<file path="src/rtl/sdadd_pkg.sv">
package sdadd_pkg;

  typedef logic signed [2:0] sval_t;

  typedef struct packed {
    sval_t t;  // transfer into next higher position
    sval_t w;  // interim digit kept at this position
  } xfer_t;

  // feedback taps for shift-left Fibonacci LFSRs, two-tap maximal polynomials
  function automatic logic [7:0] tap_mask(int unsigned w);
    case (w)
      3: return 8'b0000_0110;
      4: return 8'b0000_1100;
      5: return 8'b0001_0100;
      6: return 8'b0011_0000;
      7: return 8'b0110_0000;
      default: return 8'b0000_0000;
    endcase
  endfunction

  function automatic sval_t dig_val(logic [1:0] d);
    case (d)
      2'b10: return sval_t'(1);
      2'b01: return sval_t'(-1);
      default: return sval_t'(0);
    endcase
  endfunction

  function automatic logic [1:0] dig_enc(sval_t v);
    if (v == sval_t'(1)) return 2'b10;
    if (v == sval_t'(-1)) return 2'b01;
    return 2'b00;
  endfunction

  // split a position sum in [-2,2] so that the interim digit absorbs any transfer
  function automatic xfer_t split(sval_t hi, sval_t lo);
    xfer_t r;
    logic  lo_neg;
    lo_neg = lo[2];
    r.t = sval_t'(0);
    r.w = sval_t'(0);
    case (hi)
      sval_t'(2):  r.t = sval_t'(1);
      sval_t'(-2): r.t = sval_t'(-1);
      sval_t'(1): begin
        r.t = lo_neg ? sval_t'(0) : sval_t'(1);
        r.w = lo_neg ? sval_t'(1) : sval_t'(-1);
      end
      sval_t'(-1): begin
        r.t = lo_neg ? sval_t'(-1) : sval_t'(0);
        r.w = lo_neg ? sval_t'(1) : sval_t'(-1);
      end
      default: ;
    endcase
    return r;
  endfunction

endpackage

</file>
<file path="src/rtl/sd_lfsr_addr.sv">
module sd_lfsr_addr #(
  parameter int unsigned LFSR_W = 3
) (
  input  logic              clk_i,
  input  logic              rst_ni,
  input  logic              restart_i,
  input  logic              advance_i,
  output logic [LFSR_W-1:0] addr_o,
  output logic [LFSR_W-1:0] state_o
);
  import sdadd_pkg::*;

  localparam logic [7:0]        TapsAll = tap_mask(LFSR_W);
  localparam logic [LFSR_W-1:0] Taps    = TapsAll[LFSR_W-1:0];
  localparam logic [LFSR_W-1:0] Seed    = LFSR_W'(1);

  logic [LFSR_W-1:0] state_q;
  logic [LFSR_W-1:0] next_state;

  assign addr_o     = restart_i ? Seed : state_q;
  assign next_state = {addr_o[LFSR_W-2:0], ^(addr_o & Taps)};
  assign state_o    = state_q;

  always_ff @(posedge clk_i or negedge rst_ni) begin
    if (!rst_ni)        state_q <= Seed;
    else if (advance_i) state_q <= next_state;
  end

endmodule

</file>
<file path="src/rtl/sd_coef_mem.sv">
module sd_coef_mem #(
  parameter int unsigned LFSR_W = 3
) (
  input  logic              clk_i,
  input  logic              rst_ni,
  input  logic              we_i,
  input  logic [LFSR_W-1:0] waddr_i,
  input  logic              wbit_i,
  input  logic [LFSR_W-1:0] raddr_i,
  output logic              rbit_o
);
  localparam int unsigned Depth = 2 ** LFSR_W;

  logic [Depth-1:0] mem_q;

  always_ff @(posedge clk_i or negedge rst_ni) begin
    if (!rst_ni)   mem_q <= '0;
    else if (we_i) mem_q[waddr_i] <= wbit_i;
  end

  assign rbit_o = mem_q[raddr_i];

endmodule

</file>
<file path="src/rtl/sd_online_add.sv">
module sd_online_add (
  input  logic       clk_i,
  input  logic       rst_ni,
  input  logic       in_valid_i,
  input  logic       in_first_i,
  input  logic [1:0] sd_i,
  input  logic       coef_bit_i,
  output logic [1:0] sd_o,
  output logic       valid_o
);
  import sdadd_pkg::*;

  sval_t x_val, y_val, p_now;
  sval_t p1_q, p2_q, p3_q;   // position sums, newest first
  logic  v1_q, v2_q, v3_q;
  logic  f1_q, f2_q;
  xfer_t up_split, mid_split;
  sval_t s_now;
  logic  s_valid;

  assign x_val = dig_val(sd_i);
  // two's complement MSB enters with negative weight
  assign y_val = !coef_bit_i ? sval_t'(0) : (in_first_i ? sval_t'(-1) : sval_t'(1));
  assign p_now = in_valid_i ? sval_t'(x_val + y_val) : sval_t'(0);

  always_ff @(posedge clk_i or negedge rst_ni) begin
    if (!rst_ni) begin
      p1_q <= '0; p2_q <= '0; p3_q <= '0;
      v1_q <= 1'b0; v2_q <= 1'b0; v3_q <= 1'b0;
      f1_q <= 1'b0; f2_q <= 1'b0;
    end else begin
      p1_q <= p_now;  p2_q <= p1_q; p3_q <= p2_q;
      v1_q <= in_valid_i; v2_q <= v1_q; v3_q <= v2_q;
      f1_q <= in_valid_i & in_first_i; f2_q <= f1_q;
    end
  end

  // digit at p3 position: interim from (p3,p2) plus transfer from (p2,p1)
  assign up_split  = split(p3_q, p2_q);
  assign mid_split = split(p2_q, p1_q);
  assign s_valid   = v3_q | (v2_q & f2_q);
  assign s_now     = sval_t'(up_split.w + mid_split.t);

  always_ff @(posedge clk_i or negedge rst_ni) begin
    if (!rst_ni) begin
      sd_o    <= 2'b00;
      valid_o <= 1'b0;
    end else begin
      sd_o    <= s_valid ? dig_enc(s_now) : 2'b00;
      valid_o <= s_valid;
    end
  end

endmodule

</file>
<file path="src/rtl/sd_coef_adder.sv">
module sd_coef_adder #(
  parameter int unsigned LFSR_W = 3
) (
  input  logic              clk_i,
  input  logic              rst_ni,
  input  logic              start_i,
  input  logic [1:0]        sd_i,
  input  logic              coef_we_i,
  input  logic [LFSR_W-1:0] coef_addr_i,
  input  logic              coef_bit_i,
  output logic [1:0]        sd_o,
  output logic              sd_valid_o
);
  localparam int unsigned WordLen = 2 ** LFSR_W - 1;
  localparam int unsigned IdxW    = $clog2(WordLen + 1);

  logic            run_q;
  logic [IdxW-1:0] idx_q;
  logic [IdxW-1:0] idx_now;
  logic            in_valid, in_last;
  logic [LFSR_W-1:0] rd_addr, lfsr_q;
  logic            coef_bit;

  assign in_valid = start_i | run_q;
  assign idx_now  = start_i ? '0 : idx_q;
  assign in_last  = idx_now == IdxW'(WordLen - 1);

  always_ff @(posedge clk_i or negedge rst_ni) begin
    if (!rst_ni) begin
      run_q <= 1'b0;
      idx_q <= '0;
    end else if (in_valid && !in_last) begin
      run_q <= 1'b1;
      idx_q <= idx_now + IdxW'(1);
    end else begin
      run_q <= 1'b0;
      idx_q <= '0;
    end
  end

  sd_lfsr_addr #(.LFSR_W(LFSR_W)) i_lfsr (
    .clk_i     (clk_i),
    .rst_ni    (rst_ni),
    .restart_i (start_i),
    .advance_i (in_valid),
    .addr_o    (rd_addr),
    .state_o   (lfsr_q)
  );

  sd_coef_mem #(.LFSR_W(LFSR_W)) i_mem (
    .clk_i   (clk_i),
    .rst_ni  (rst_ni),
    .we_i    (coef_we_i),
    .waddr_i (coef_addr_i),
    .wbit_i  (coef_bit_i),
    .raddr_i (rd_addr),
    .rbit_o  (coef_bit)
  );

  sd_online_add i_add (
    .clk_i      (clk_i),
    .rst_ni     (rst_ni),
    .in_valid_i (in_valid),
    .in_first_i (start_i),
    .sd_i       (sd_i),
    .coef_bit_i (coef_bit),
    .sd_o       (sd_o),
    .valid_o    (sd_valid_o)
  );

endmodule

</file>
<file path="config.mk">
export PLATFORM = sky130hd
export DESIGN_NAME = sd_coef_adder
export DESIGN_NICKNAME = d
export VERILOG_FILES = /design/src/rtl/sdadd_pkg.sv /design/src/rtl/sd_lfsr_addr.sv /design/src/rtl/sd_coef_mem.sv /design/src/rtl/sd_online_add.sv /design/src/rtl/sd_coef_adder.sv
export SDC_FILE = /design/constraint.sdc
export NUM_CORES = 1
export LEC_CHECK = 0
export BUFFER_PORTS_ARGS = -buffer_cell sky130_fd_sc_hd__buf_4
export CORE_MARGIN = 2
export CORE_UTILIZATION = 60
export DETAILED_ROUTE_END_ITERATION = 8
export GPL_ROUTABILITY_DRIVEN = 0
export HOLD_SLACK_MARGIN = 0.02
export PLACE_DENSITY = 0.8
export SYNTH_ARGS = -nofsm -noshare
export SYNTH_HDL_FRONTEND = slang
export SYNTH_SLANG_ARGS = --single-unit
</file>
<file path="constraint.sdc">
create_clock -name clk_i -period 3.2 [get_ports clk_i]
set_input_delay 0.16 -clock clk_i [delete_from_list [all_inputs] [get_ports clk_i]]
set_output_delay 0.16 -clock clk_i [all_outputs]
set_load 0.02 [all_outputs]
</file>
; Yosys cells after proc, flatten, opt, wreduce, memory -nomap -nowiden
; Index checks and enable logic that the tools add are counted.
[word_totals]
ff_bits = 32
input_bits = 10
out_inout_bits = 3
elab_cells = 66
[classes]
add_sub_neg = 3
order_cmp = 3
n_eq_ne = 11
n_mux = 26
n_bitwise = 4
n_reduce_logical = 5
[ops]
columns = op, n
row1 = $mux 3, 9
row2 = $eq 3x3->1 const B, 4
row3 = $pmux 3 s4, 1
row4 = $mux 2, 5
row5 = $eq 3x1->1 const B, 3
row6 = $bwmux 8, 1
row7 = $lt 3x4->1 const B, 2
row8 = $mux 1, 7
row9 = $add 3x3->3, 2
row10 = $eq 3x2->1 const B, 2
row11 = $pmux 3 s2, 1
row12 = $add 3x1->3 const B, 1
row13 = $bmux 1 s3, 1
row14 = $demux 1 s3, 1
row15 = $ge 3x1->1 const B, 1
row16 = $reduce_xor 3->1, 1
row17 = $and 1x1->1, 2
row18 = $eq 2x1->1 const B, 1
row19 = $eq 2x2->1 const B, 1
row20 = $logic_and 1x1->1, 2
row21 = $or 1x1->1, 2
row22 = $reduce_or 2->1, 1
row23 = $logic_not 1->1, 1

; Logic depth before layout (Yosys ltp)
; Gate-level depths: netlist of the first run.
[depth]
ltp_word = 10
mapped_depth = 9
depth_no_buf = 8

; Modules after synthesis
; A second synthesis of the first run with hierarchy kept.
[unflattened]
cells_unflattened = 103
area_unflattened_um2 = 1442.6
[modules_own_cells]
columns = mod, n_inst, cells_each, area_each_um2, seq_area_each_um2
row1 = sd_online_add, 1, 43, 648.1, 425.4
row2 = sd_coef_mem, 1, 27, 432.9, 200.2
row3 = sd_coef_adder, 1, 19, 197.7, 100.1
row4 = sd_lfsr_addr, 1, 14, 163.9, 76.3

; Least setup slack after synthesis of the first run
; Ideal clock, no wire load.
[synth_path]
kind = reg-to-reg
startpoint = register i_lfsr.state_q[0], in the netlist i_lfsr.state_o[0]
endpoint = register i_add.p1_q[1]
arrival_time_ns = 1.884
required_time_ns = 3.128
path_slack_ns = 1.243
stages_incl_launch_ff = 9
path_cell_list = dfstp_2 > buf_6 > mux2_2 > nor4_1 > a21oi_1 > ha_1 > inv_1 > fa_1 > nor2_1
[synth_between]
elab_chain_len = 6
[synth_lines]
columns = item, line_no
row1 = from (decl), sd_lfsr_addr.sv:17  ; logic [LFSR_W-1:0] state_q;
row2 = from (signal assigned), sd_lfsr_addr.sv:26  ; else if (advance_i) state_q <= next_state;
row3 = $mux 3, sd_lfsr_addr.sv:20  ; assign addr_o = restart_i ? Seed : state_q;
row4 = $bmux 1 s3, sd_coef_mem.sv:21  ; assign rbit_o = mem_q[raddr_i];
row5 = $mux 1 (not written as such), sd_coef_mem.sv:21
row6 = $mux 3, sd_online_add.sv:23  ; assign y_val = !coef_bit_i ? sval_t'(0) : (in_first_i ? sval_t'(-1) : sval_t'(1));
row7 = $add 3x3->3, sd_online_add.sv:24  ; assign p_now = in_valid_i ? sval_t'(x_val + y_val) : sval_t'(0);
row8 = $mux 3, sd_online_add.sv:24
row9 = named net i_add.p_now[1], sd_online_add.sv:13  ; sval_t x_val, y_val, p_now;
row10 = to (signal assigned), sd_online_add.sv:32  ; p1_q <= p_now; p2_q <= p1_q; p3_q <= p2_q;
row11 = to (decl), sd_online_add.sv:14  ; sval_t p1_q, p2_q, p3_q;
; The timed path passes the listed nets, and every way through them passes these cells. The select of a mux whose other input is x is not followed.
; A chain may end at the register's enable or synchronous reset.

; Worst setup path after layout of the first run
; Ends and elaborated chain as after synthesis.

==> flow_summary.yaml, run 1 <==
cells_and_area:
  fin_area_sq_um: 1565
  drive_above_1_share: 0.2059
  syn_to_final_growth_pct: 11.80
  n_antenna_cell: 0
  layout.nets: 152
  finalNonFillerCells: 164
routing:
  drc: 0
  num_vias: 885
  viasPerCell: 5.396
  finalWirelength_mm: 2.111
  postRouteAntennaNets: 0
  drtIter0Drc: 7
  avgRoutedWirePerCell_microns: 12.87
  firstDrtPassIters: 4
synth:
  synth_area_sq_um: 1400
  synth_warnings: 0
  synth_nets: 137
  synth-edff-count: 0
  yosys-top-cells-count: "dfrtp_1 (31), nand2_1 (10), inv_1 (9), nor2_1 (9), mux2_2 (8)"
  synth_flop_cell: "dfrtp_1"
  netlist.area_leader.share: 0.5541
  synth_area_leader_cell: "dfrtp_1"
  synthCells: 120
  yosysMostFrequentCell: "dfrtp_1"
  syn_area_per_cell_sq_um: 11.67
  ys_seq_area_frac: 0.5728
  synth_seq_cells: 32
  synth_area_leaders: "dfrtp_1 (55%), mux2_2 (6.4%), ha_1 (4.5%)"
  synth_cell_types: 32
  synthArstFlopShare: 1.000
power_and_ir_drop:
  power_uw: 952.0
  leakage_uw: 0.0007096
  power.density_nw_per_um2: 608.2
  vdd_drop_max_mv: 0.4338
floorplan:
  die_h_microns: 52.31
  fp-row-count: 17
  die_area_sq_um: 2736
  start_util: 0.6329
  core_area_sq_um: 2212
  fp.dieW_microns: 52.31
  ios: 13
setup_path:
  cpPeakStageDelay_ps: 630
  arrival_ps: 2330
  critPathKind: "register to register"
  worstPathMaxFanout: 8
  worst_setup_path_start_kind: "register"
  path_cells: "mux2i_1 -> a21oi_1 -> nor4_1 -> a21oi_1 -> ha_1 -> inv_1 -> fa_1 -> nor2_1"
  r2r_setup_slack_ps: 1100
  required_ps: 3440
  cp_slowest_cell: "dfstp_2"
  worst_setup_path_end_kind: "register"
  worst_path_most_repeated_cell: "a21oi_1"
grt:
  overflow: 0
  grt_max_degree: 33
  grtUsageTotal: 0.1880
  grt_pass1_vias: 897
  antenna_found_initial: 0
  grt_pass1_wl_mm: 3.684
timing:
  fmax_mhz: 477.2
  slew_headroom: 0.7429
  rsz0062_at_grt: "false"
  slew_viol_final: 0
  period_share: 0.6548
  min_period_ps: 2095
  tns_ps: 0
  setup_violations: 0
  finalClockSkew_ps: 9.562
  worst_pin_slew_ps: 385.6
  hold_viol: 0
clock_network:
  root_buffer: "clkbuf_4"
  cts_buffers: 5
  insertion_delay_ps: 310
  clk_pin_slew_worst_paths_ps: 100
  clock_path_buffers: 2
  cts_htree_levels: 2
  cts.sinks: 32
  tritoncts: "built"
  cts_resized: 0
place:
  dp_hpwl_mm: 1.584
  dp.cells: 155
  numPortBuffers: 12
  place_area_sq_um: 1496
worst_hold_path:
  hold_class: "input port to register"
job:
  cap_violations: 0
status:
  outcome: "finished clean"
[power breakdown]
| group | leakage [uW] | total, uW | switching (uW) | internal, uW |
|---|---|---|---|---|
| Sequential | 0.000370 | 521 | 42.0 | 479 |
| Combinational | 0.000307 | 203 | 99.2 | 104 |
| Clock | 0.0000326 | 228 | 119 | 108 |
[stage by stage]
step | hold slack [ps] | setup slack [ps] | utilization
global placement | 108.0 | 1226 | 0.6765
CTS | 54.60 | 1121 | 0.7076
detailed placement | 111.5 | 1138 | 0.6765
global route | 54.71 | 994.1 | 0.7076
finish | 69.93 | 1105 | 0.7076
floorplan | -135.6 | 1243 | -
[layout make-up]
cell class,count,area [sq um]
repair buffers,13,100.1
inverters,9,33.78
well taps,28,35.03
clock buffers,8,58.81
fillers,158,646.9
multi-input cells,74,535.5
flip-flops and latches,32,802.0
[worst paths after layout]
kind                                                  to  depth (start not counted)                     startpoint
hold / removal                      i_add.f1_q$_DFF_PN0_                          1                        start_i
max in group asynchronous  i_lfsr.state_o[0]$_DFFE_PN1N_                          2                         rst_ni
min in group asynchronous     i_mem.mem_q[1]$_DFFE_PN0P_                          2                         rst_ni
setup reg to reg                 i_add.p1_q[1]$_DFF_PN0_                          8  i_lfsr.state_o[0]$_DFFE_PN1N_
hold reg to reg                  i_add.p2_q[0]$_DFF_PN0_                          0        i_add.p1_q[0]$_DFF_PN0_
setup / recovery                 i_add.p1_q[1]$_DFF_PN0_                          8  i_lfsr.state_o[0]$_DFFE_PN1N_
[sequential cells by signal, indices dropped and copies added, names as in the netlist]
register / count
i_add.valid_o: 1
i_mem.mem_q: 8
run_q: 1
i_add.f2_q: 1
i_add.p3_q: 3
i_add.v3_q: 1
i_lfsr.state_o: 3
i_add.p1_q: 3
i_add.f1_q: 1
i_add.v2_q: 1
i_add.p2_q: 3
i_add.sd_o: 2
i_add.v1_q: 1
idx_q: 3
[repair_timing]
action | 4_1_cts | 5_1_grt
hold endpoints to repair | 31 | 0
hold buffers | 1 | 0
setup buffers | 0 | 0
[per-layer routing]
metal,vias up,routed length [microns],GRT usage
li1,426,-,-
met1,444,898,0.2209
met2,13,1130,0.3229
met3,2,65,0.06000
met4,0,17,0.06410
met5,-,0,0
[layout by cell type, fill, tap and decap left out, types with 2 or more instances in the layout]
cell type,instances
a21oi_1,5
and2_1,2
buf_4,12
clkbuf_1,2
clkbuf_4,5
dfrtp_1,31
fa_1,2
ha_1,5
inv_1,9
mux2_2,8
mux2i_1,2
nand2_1,10
nand2b_1,3
nor2_1,9
nor2b_1,4
nor3_1,4
nor3b_1,5
xnor2_1,3
[kinds of logic after synthesis]
kind of cell    Yosys count  share of synthesized area
xor+xnor                  3                    0.01877
flops                    32                     0.5728
buf+inv                  14                    0.04468
mux                      10                    0.07864
fa+ha+maj                 7                    0.07328
simple gates             42                     0.1609
compound gates           12                    0.05094
[worst max-delay path, delay by kind of cell, from the launching register on]
| kind | cells | cell delay, ps |
|---|---|---|
| buf+inv | 1 | 60 |
| compound gates | 2 | 180 |
| simple gates | 2 | 340 |
| mux | 1 | 210 |
| flops | 1 | 630 |
| fa+ha+maj | 2 | 600 |
No activity file was read; power rests on OpenSTA's default activity.
==> run 2: changes to the inputs <==
--- a/config.mk
+++ b/config.mk
@@ -5,13 +5,14 @@
 export SDC_FILE = /design/constraint.sdc
 export NUM_CORES = 1
 export LEC_CHECK = 0
+export ABC_AREA = 1
 export BUFFER_PORTS_ARGS = -buffer_cell sky130_fd_sc_hd__buf_4
 export CORE_MARGIN = 2
-export CORE_UTILIZATION = 60
+export CORE_UTILIZATION = 56
 export DETAILED_ROUTE_END_ITERATION = 8
 export GPL_ROUTABILITY_DRIVEN = 0
 export HOLD_SLACK_MARGIN = 0.02
-export PLACE_DENSITY = 0.8
+export PLACE_DENSITY = 0.76
 export SYNTH_ARGS = -nofsm -noshare
 export SYNTH_HDL_FRONTEND = slang
 export SYNTH_SLANG_ARGS = --single-unit
==> constraint.sdc (replaced) <==
create_clock -name clk_i -period 2.1 [get_ports clk_i]
set_input_delay 0.105 -clock clk_i [delete_from_list [all_inputs] [get_ports clk_i]]
set_output_delay 0.105 -clock clk_i [all_outputs]
set_load 0.02 [all_outputs]
==> flow_summary.yaml, run 2 <==
setup_path:
  worstPathMaxFanout: 5
  timing.rr.start: "i_lfsr.state_o[0]$_DFFE_PN1N_"
  cpPeakStageDelay_ps: 540
  r2r_setup_slack_ps: 260
  worst_setup_path_start_kind: "input port"
  worst_setup_path_end_kind: "register"
  path_cells: "dlygate4sd3_1 -> buf_4 -> nor2_1 -> nand2_1 -> nand3_1 -> nand3_1 -> nand2_1 -> ha_1 -> inv_1 -> fa_1 -> nor2_1"
  reg2regPathDepth: 10
  arrival_ps: 2090
  critPathKind: "input port to register"
  cp_slowest_cell: "dlygate4sd3_1"
  timing.rr.end: "i_add.p1_q[1]$_DFF_PN0_"
  required_ps: 2310
grt:
  grtUsageTotal: 0.1978
  overflow: 0
  grt_pass1_wl_mm: 3.815
  grt_max_degree: 33
  grt_pass1_vias: 926
  antenna_found_initial: 0
power_and_ir_drop:
  p_comb_frac: 0.201
  power.density_nw_per_um2: 1011
  vdd_drop_max_mv: 0.7115
  power_switching_uw: 435.0
  power_frac_seq: 0.485
  leakage_uw: 0.0008080
  intPower_uw: 1187
  pwr-share-clk: 0.315
  p_sw_frac: 0.2682
routing:
  met2_length_mm: 1.134
  finalWirelength_mm: 2.255
  top_layer: "met4"
  wl_met1_microns: 969
  firstDrtPassIters: 4
  avgRoutedWirePerCell_microns: 11.74
  num_vias: 985
  drc: 0
  drtIter0Drc: 13
  viasPerCell: 5.130
  wl_met3_microns: 96
  postRouteAntennaNets: 0
synth:
  synth_cell_types: 21
  synth_warnings: 0
  synth_area_sq_um: 1368
  ys_seq_area_frac: 0.5865
  synth-edff-count: 0
  synth_nets: 160
  synth_area_leader_cell: "dfrtp_1"
  yosysMostFrequentCell: "dfrtp_1"
  synth_seq_cells: 32
  yosys-top-cells-count: "dfrtp_1 (31), inv_1 (26), nand2_1 (22), nor2_1 (17), a21oi_1 (10)"
  synth_area_leaders: "dfrtp_1 (57%), inv_1 (7.1%), nand2_1 (6.0%)"
  netlist.area_leader.share: 0.5672
  syn_area_per_cell_sq_um: 9.563
  synthCells: 143
  synthArstFlopShare: 1.000
  synth_flop_cell: "dfrtp_1"
timing:
  worst_pin_slew_ps: 399.3
  whs_ps: 139.0
  hold_viol: 0
  period_share: 0.8962
  slew_headroom: 0.7328
  tns_ps: 0
  slew_viol_final: 0
  rsz0062_at_grt: "false"
  fmax_mhz: 531.3
  setup_violations: 0
  min_period_ps: 1882
  finalClockSkew_ps: 8.108
cells_and_area:
  drive_above_1_share: 0.1524
  regMostFlops: "i_mem.mem_q"
  largest_register_ffs: 8
  final_cell_mix: "dfrtp_1 (31), inv_1 (26), nand2_1 (22)"
  n_antenna_cell: 0
  num-fill-cells: 179
  final_common_cell: "dfrtp_1"
  syn_to_final_growth_pct: 17.29
  layout.nets: 180
  finalNonFillerCells: 192
floorplan:
  die_area_sq_um: 2853
  die_h_microns: 53.42
  ios: 13
  fp.dieW_microns: 53.42
  fp-row-count: 17
  start_util: 0.6065
  core_area_sq_um: 2255
clock_network:
  cts_buffers: 5
  clk_pin_slew_worst_paths_ps: 90
  tritoncts: "built"
  root_buffer: "clkbuf_4"
  cts.sinks: 32
  postCtsSetupBuffers: 0
  clock_path_buffers: 2
  insertion_delay_ps: 320
  cts_resized: 0
  cts_htree_levels: 2
worst_hold_path:
  worstHoldStart: "coef_addr_i[2]"
  hold_depth: 3
  min_to: "i_mem.mem_q[6]$_DFFE_PN0P_"
  hold_class: "input port to register"
place:
  numPortBuffers: 12
  dp_hpwl_mm: 1.625
  dp.cells: 182
job:
  cap_violations: 0
status:
  outcome: "finished clean"
-- run 2: per-layer routing --
layer,track usage,vias up
met4,0.1111,0
li1,-,492
met1,0.2199,465
met3,0.06215,7
met5,0,-
met2,0.3313,21
-- run 2: logic make-up (layout without fill, tap and decap cells) --
group | Yosys count | count (layout) | share of synthesized area
AO/OA/AOI/OAI | 24 | 24 | 0.09972
adder cells (fa/ha/maj) | 7 | 7 | 0.07502
flip-flops | 32 | 32 | 0.5865
XOR/XNOR | 1 | 1 | 0.006406
AND/OR/NAND/NOR | 51 | 51 | 0.1555
buffers and inverters | 28 | 49 | 0.07684
-- run 2: layout make-up --
type                    count  area [sq um]  area share
flip-flops and latches     32         802.0      0.5000
multi-input cells          83         460.4      0.2871
repair buffers             14         110.1     0.06864
inverters                  27         101.3     0.06318
clock buffers               7         65.06     0.04056
well taps                  28         35.03     0.02184
clock inverters             1         30.03     0.01872
-- run 2: through the flow --
| stage | utilization | setup slack [ps] | total power (uW) | instance area, sq um |
|---|---|---|---|---|
| 2_1_floorplan | - | 396.1 | 1015 | 1368 |
| 3_3_place_gp | 0.6604 | 355.7 | 1103 | 1489 |
| 3_5_place_dp | 0.6604 | 285.9 | 1124 | 1489 |
| 4_1_cts | 0.7114 | 236.8 | 1645 | 1604 |
| 5_1_grt | 0.7114 | 121.8 | 1725 | 1604 |
| 6_report | 0.7114 | 218.0 | 1622 | 1604 |
-- run 2: how the worst max path moves through the flow --
stage / start / cells after the start / to / slack [ps]
6_report: start_i / 11 / i_add.p1_q[1]$_DFF_PN0_ / 220
5_1_grt: start_i / 12 / i_add.p1_q[1]$_DFF_PN0_ / 120
4_1_cts: start_i / 11 / i_add.p1_q[1]$_DFF_PN0_ / 240
3_5_place_dp: i_add.p2_q[2]$_DFF_PN0_ / 7 / i_add.sd_o[1]$_DFF_PN0_ / 290
3_3_place_gp: i_lfsr.state_o[0]$_DFFE_PN1N_ / 10 / i_add.p1_q[1]$_DFF_PN0_ / 360
2_1_floorplan: i_lfsr.state_o[0]$_DFFE_PN1N_ / 10 / i_add.p1_q[1]$_DFF_PN0_ / 400
-- run 2: repair_timing --
item | in CTS | in global routing
hold buffers | 2 | 0
hold endpoints to repair | 33 | 0
endpoints found under the setup margin | 0 | 0
-- run 2: power by group through the flow --
stage	logic, uW	clock network, uW	registers [uW]
after detailed placement	327	0	797
after floorplan	219	0	796
after global placement	310	0	794
after CTS	331	527	787
final	325	511	786
after global routing	377	549	800
-- run 2: critical path, delay by kind of cell --
kind | cells | cell delay (ps)
buffers and inverters | 3 | 750
and+or+nand+nor | 6 | 620
adders and majority gates | 2 | 610
